===== config.mk =====
export PLATFORM = sky130hd
export DESIGN_NAME = exc_entry
export DESIGN_NICKNAME = d
export VERILOG_FILES = /design/src/rtl/exc_entry.sv
export SDC_FILE = /design/constraint.sdc
export NUM_CORES = 1
export LEC_CHECK = 0
export BUFFER_PORTS_ARGS = -buffer_cell sky130_fd_sc_hd__buf_2
export CORE_MARGIN = 2
export CORE_UTILIZATION = 45
export CTS_BUF_LIST = sky130_fd_sc_hd__clkbuf_4 sky130_fd_sc_hd__clkbuf_8 sky130_fd_sc_hd__clkbuf_16
export DETAILED_ROUTE_END_ITERATION = 16
export GPL_TIMING_DRIVEN = 0
export PLACE_DENSITY = 0.74
export SYNTH_ARGS = -nofsm -noshare
export SYNTH_HDL_FRONTEND = slang
export SYNTH_SLANG_ARGS = --single-unit

===== constraint.sdc =====
create_clock -name clk -period 2.98 [get_ports clk]
set_input_delay 0.596 -clock clk [delete_from_list [all_inputs] [get_ports clk]]
set_output_delay 0.596 -clock clk [all_outputs]
set_load 0.03 [all_outputs]

===== src/rtl/exc_entry.sv =====
module exc_entry #(
  parameter logic [19:0] RST_PREFIX = 20'hFFC00
) (
  input  logic        clk,
  input  logic        rst_n,
  input  logic        req_valid,
  input  logic [3:0]  req_kind,
  input  logic [7:0]  err_flags,
  input  logic [1:0]  prog_kind,
  input  logic [31:0] msr_in,
  input  logic [31:0] nip_in,
  input  logic [31:0] fault_addr,
  output logic        entry_o,
  output logic        fatal_o,
  output logic [1:0]  pend_o,
  output logic [31:0] srr0_o,
  output logic [31:0] srr1_o,
  output logic [31:0] dsisr_o,
  output logic [31:0] dar_o,
  output logic [31:0] msr_o,
  output logic [31:0] pc_o
);
  localparam int B_LE = 0, B_RI = 1, B_DR = 4, B_IR = 5, B_IP = 6, B_FE1 = 8,
                 B_BE = 9, B_SE = 10, B_FE0 = 11, B_ME = 12, B_FP = 13,
                 B_PR = 14, B_EE = 15, B_ILE = 16, B_POW = 18;
  localparam logic [31:0] CLR_MASK = (32'd1 << B_POW) | (32'd1 << B_EE) |
    (32'd1 << B_PR) | (32'd1 << B_FP) | (32'd1 << B_FE0) | (32'd1 << B_FE1) |
    (32'd1 << B_SE) | (32'd1 << B_BE) | (32'd1 << B_IR) | (32'd1 << B_DR) |
    (32'd1 << B_RI) | (32'd1 << B_LE);

  localparam logic [3:0] K_RST = 4'd0, K_MCK = 4'd1, K_DST = 4'd2, K_IST = 4'd3,
                         K_EXT = 4'd4, K_ALN = 4'd5, K_PRG = 4'd6, K_FPU = 4'd7,
                         K_TMR = 4'd8, K_SYS = 4'd9, K_TRC = 4'd10;

  logic [1:0]  pend_q;
  logic        ee;
  logic        act;
  logic [3:0]  kind;
  logic        go, fatal, defer_ext, defer_tmr, take_ext, take_tmr;
  logic        wr_srr0, wr_dsisr, wr_dar, use_cur;
  logic [19:0] num;
  logic [31:0] srr1_n, dsisr_n, msr_n;

  assign ee = msr_in[B_EE];

  always_comb begin
    act = 1'b0;
    kind = req_kind;
    take_ext = 1'b0;
    take_tmr = 1'b0;
    if (req_valid) begin
      act = 1'b1;
    end else if (ee && pend_q[0]) begin
      act = 1'b1;
      kind = K_EXT;
      take_ext = 1'b1;
    end else if (ee && pend_q[1]) begin
      act = 1'b1;
      kind = K_TMR;
      take_tmr = 1'b1;
    end
  end

  always_comb begin
    go = 1'b0;
    fatal = 1'b0;
    defer_ext = 1'b0;
    defer_tmr = 1'b0;
    wr_srr0 = 1'b1;
    wr_dsisr = 1'b0;
    wr_dar = 1'b0;
    use_cur = 1'b0;
    num = 20'd0;
    srr1_n = msr_in;
    dsisr_n = 32'd0;
    if (act) begin
      case (kind)
        K_RST: begin
          go = 1'b1;
          num = 20'h1 + (msr_in[B_IP] ? RST_PREFIX : 20'd0);
        end
        K_MCK: begin
          num = 20'h2;
          wr_srr0 = 1'b0;
          if (msr_in[B_ME]) go = 1'b1;
          else fatal = 1'b1;
        end
        K_DST: begin
          go = 1'b1;
          num = 20'h3;
          wr_dsisr = 1'b1;
          wr_dar = 1'b1;
          srr1_n = {16'd0, msr_in[15:0]};
          if (err_flags[0]) dsisr_n[30] = 1'b1;
          else if (err_flags[1]) dsisr_n[27] = 1'b1;
          else if (err_flags[2]) begin
            dsisr_n[31] = 1'b1;
            dsisr_n[26] = err_flags[3];
          end
          dsisr_n[25] = err_flags[4];
          dsisr_n[20] = err_flags[5];
        end
        K_IST: begin
          go = 1'b1;
          num = 20'h4;
          srr1_n = {16'd0, msr_in[15:0]};
          if (err_flags[0]) srr1_n[30] = 1'b1;
          else if (err_flags[6] | err_flags[7] | err_flags[3]) srr1_n[28] = 1'b1;
          else srr1_n[27] = 1'b1;
        end
        K_EXT: begin
          num = 20'h5;
          if (ee) go = 1'b1;
          else defer_ext = 1'b1;
        end
        K_ALN: begin
          go = 1'b1;
          num = 20'h6;
          use_cur = 1'b1;
          wr_dar = 1'b1;
        end
        K_PRG: begin
          num = 20'h7;
          use_cur = 1'b1;
          srr1_n = {15'd0, 1'b1, msr_in[15:0]};
          go = 1'b1;
          case (prog_kind)
            2'd0: srr1_n[19] = 1'b1;
            2'd1: srr1_n[18] = 1'b1;
            2'd2: srr1_n[17] = 1'b1;
            default: begin
              srr1_n[20] = 1'b1;
              if (!msr_in[B_FE0] && !msr_in[B_FE1]) go = 1'b0;
            end
          endcase
        end
        K_FPU: begin
          go = 1'b1;
          num = 20'h8;
          use_cur = 1'b1;
        end
        K_TMR: begin
          num = 20'h9;
          if (ee) go = 1'b1;
          else defer_tmr = 1'b1;
        end
        K_SYS: begin
          go = 1'b1;
          num = 20'hC;
        end
        K_TRC: begin
          go = 1'b1;
          num = 20'hD;
        end
        default: ;
      endcase
    end
  end

  always_comb begin
    msr_n = msr_in & ~CLR_MASK;
    msr_n[B_LE] = msr_in[B_ILE];
    if (kind == K_MCK) msr_n[B_ME] = 1'b0;
  end

  always_ff @(posedge clk) begin
    if (!rst_n) begin
      pend_q  <= 2'b00;
      entry_o <= 1'b0;
      fatal_o <= 1'b0;
      srr0_o  <= 32'd0;
      srr1_o  <= 32'd0;
      dsisr_o <= 32'd0;
      dar_o   <= 32'd0;
      msr_o   <= 32'd0;
      pc_o    <= 32'd0;
    end else begin
      entry_o <= go;
      fatal_o <= fatal;
      if (defer_ext) pend_q[0] <= 1'b1;
      else if (take_ext || (go && kind == K_EXT)) pend_q[0] <= 1'b0;
      if (defer_tmr) pend_q[1] <= 1'b1;
      else if (take_tmr || (go && kind == K_TMR)) pend_q[1] <= 1'b0;
      if (go) begin
        if (wr_srr0) srr0_o <= use_cur ? nip_in - 32'd4 : nip_in;
        srr1_o <= srr1_n;
        msr_o  <= msr_n;
        pc_o   <= {4'd0, num, 8'd0};
        if (wr_dsisr) dsisr_o <= dsisr_n;
        if (wr_dar) dar_o <= fault_addr;
      end
    end
  end

  assign pend_o = pend_q;
endmodule



==> flow_summary.yaml <==
clock_network:
  cts_hold_buf: 0
  cts.clk_slew.worst_paths_ns: 0.05
  clk_latency_ns: 0.41
  cts_tree: "yes"
  cts_inserted_buffers: 17
  ctsLongestPathBuffers: 2
  htreeDepth: 4
  post-cts-setup-buffer-count: 0
  cts_sinks: 127
  root_buffer: "clkbuf_16"
  postCtsResizedCells: 0
placed_design:
  io_buffers: 252
  gp_congestion: 0.909
  post-place-cells: 1243
  post-place-ws_ns: -0.138
  hpwl_mm: 15.0
timing:
  layout_setup_ws_ns: 0.263
  fin_skew_ns: 0.00521
  finalCritPeriodShare_pct: 91.2
  worst_pin_slew_ns: 0.665
  fin_crit_ns: 2.72
  slew_headroom_pct: 55.3
  finalSetupTns_ns: 0
  setup_viol: 0
  maxSlewViolCount: 0
  hold_viol: 0
  fmax_mhz: 368
  rsz0062_at_grt: "false"
die:
  dieArea_um2: 15100
  core_um2: 13900
  chipHeight_um: 123
  start_util_pct: 45.9
  die_w_um: 123
  rows: 43
  io_pins: 309
layout:
  final-seq-area_um2: 2540
  fin_util_pct: 62.4
  synthToLayoutAreaGrowth_pct: 35.9
  fillers: 1318
  drive_above_1_share_pct: 35.4
  final_nets: 1196
  multiInputGateArea_um2: 3260
  layoutNonFillerInstCount: 1272
run:
  max_cap_violations: 0
setup_path:
  arrival_ns: 3.02
  end_kind: "register"
  critPathMaxStageDelay_ns: 0.60
  reg2regPathDepth: 7
  cpMostUsedCell: "clkbuf_1"
  cp.required_ns: 3.28
  crit_chain: "buf_2 -> clkbuf_1 -> nor2_1 -> a311oi_1 -> o31ai_1 -> clkbuf_1 -> nor3_1 -> a211oi_1"
  cp_max_fo: 10
  cp_slowest_cell: "o31ai_1"
  path_class: "in2reg"
  critPathLaunchType: "input pin"
  r2r-end: "dar_o[4]"
  r2r_start: "pend_o[0]"
  r2r_slack_ns: 0.45
pwr:
  peakVddDrop_v: 0.000363
  power.switching_mw: 1.49
  pwr-share-clk_pct: 42.2
  leakagePower_nw: 3.99
  p_int_mw: 3.58
  combPwrFrac_pct: 20.9
  switching_share_pct: 29.3
  total_power_mw: 5.07
  seq_power_share_pct: 36.9
  powerDensity_nw_per_um2: 585
synthesis:
  post-synth-top-count-cell: "dfxtp_1"
  synth_cells: 757
  syn_area_per_cell_um2: 8.42
  yosys-top-cells-area: "dfxtp_1 (40%), buf_4 (8.1%), mux2i_1 (6.0%)"
  post_synth_num_cell_types: 59
  synthFlopType: "dfxtp_1"
  yosysWarnings: 0
  ys_ff_latch: 127
  synth_edf_count: 0
  yosys.area.top_type: "dfxtp_1"
  yosysSeqAreaShare_pct: 39.9
  async_reset_ff_share_pct: 0
  synth_area_um2: 6380
  synth_top_area_share_pct: 39.9
  yosys-top-cells-count: "dfxtp_1 (127), nand2_1 (88), buf_4 (69)"
hold_path:
  hold_path.class: "in2reg"
  holdPathStages: 3
  hold_end: "dar_o[24]"
  hold_start: "fault_addr[24]"
global_route:
  first_global_vias: 5923
  antenna_found_initial: 1
  grt_usage_pct: 25.3
  grt_overflow: 0
  grt_max_degree: 17
  grt_pass1_wl_mm: 30.1
drt:
  first_iter_violations: 425
  avgRoutedWirePerCell_um: 15.6
  final_antenna_net_count: 0
  drc: 0
  vias_per_cell: 5.12
  via_count: 6514
  first_pass_iters: 5
  wirelength_mm: 19.8
status:
  status: "complete, no violations"
power by group through the flow:
stage / Combinational [mW] / Sequential, mW / Clock, mW
floorplan: 0.510 / 2.12 / 0
global placement: 1.04 / 1.90 / 0
detailed placement: 1.05 / 1.90 / 0
CTS: 1.06 / 1.87 / 2.16
global route: 1.14 / 1.88 / 2.24
finish: 1.06 / 1.87 / 2.14
sequential cells by signal, indices dropped and copies added (netlist names), 2 cells and up:
name / flops
pc_o: 5
dsisr_o: 6
pend_o: 2
msr_o: 16
dar_o: 32
srr0_o: 32
srr1_o: 32
cells in the final DEF, fill, tap and decap left out, types with 3 or more instances in the layout:
cell       instances
o211ai_1          11
a21oi_1           63
conb_1            55
or4_1              3
nand2_1           88
mux2i_1           38
a211oi_1          31
dfxtp_1          127
nand2b_1           5
buf_4             69
clkbuf_1          37
nand3_1           55
bufinv_16          4
nor4_1             4
inv_1              4
nand3b_1           6
clkbuf_16         17
nor2_1            20
and3_1             3
xor2_1            17
a311oi_1           3
or3_1              4
o31ai_1            8
nor3_1            42
o21ai_0           38
clkinv_2           4
buf_2            273
nand4_1            4
xnor2_1           12
cell families (layout without fill, tap and decap cells):
logic type                 after synthesis  count (layout)  share of synthesized area (%)
xor gates and xnor gates                29              29                           3.98
AOI/OAI and AO/OA                      175             175                           17.7
muxes                                   40              40                           6.32
buffers and inverters                  132             412                           12.2
DFF                                    127             127                           39.9
adders and majority gates                1               1                          0.196
and+or+nand+nor                        252             252                           19.6
other                                    1              56                         0.0588
metal layers:
layer / routed length (um) / share of wire [%] / GRT usage [%] / up-vias
li1: - / - / - / 3217
met2: 9510 / 48 / 40.9 / 284
met4: 512 / 2.6 / 9.38 / 0
met3: 1550 / 7.8 / 6.92 / 32
met1: 8210 / 42 / 32.4 / 2981
met5: 0 / 0 / 0 / -
layout make-up:
class | instances | area share [%]
sequential | 127 | 29.3
clock inverter | 8 | 1.62
inverter | 5 | 0.217
antenna | 1 | 0.0289
timing repair buffer | 252 | 14.5
multi-input combinational | 552 | 37.6
tap | 180 | 2.60
clock buffer | 20 | 5.31
buffer | 127 | 8.79
worst max path at each step:
stage	start	endpoint	slack (ns)	cells after the start
global placement	req_kind[1]	dar_o[18]	-0.15	8
finish	req_kind[1]	srr0_o[24]	0.26	8
floorplan	req_kind[0]	dsisr_o[31]	0.44	7
CTS	req_kind[1]	srr0_o[24]	0.23	8
global route	req_kind[1]	srr0_o[24]	0.06	8
detailed placement	req_kind[1]	dar_o[4]	-0.14	8
through the flow:
step / hold WS, ns / cell area, um^2
after floorplan: 0.583 / 6580
after global placement: 0.440 / 8070
after detailed placement: 0.443 / 8070
after CTS: 0.414 / 8670
after global routing: 0.418 / 8670
final: 0.429 / 8670
worst max-delay path, delay by kind of cell:
family                 cells  cell delay, ns
AO/OA/AOI/OAI              3            1.12
AND/OR/NAND/NOR            2            0.56
buffers and inverters      3            0.73
Power figures use the tool's default switching activity.
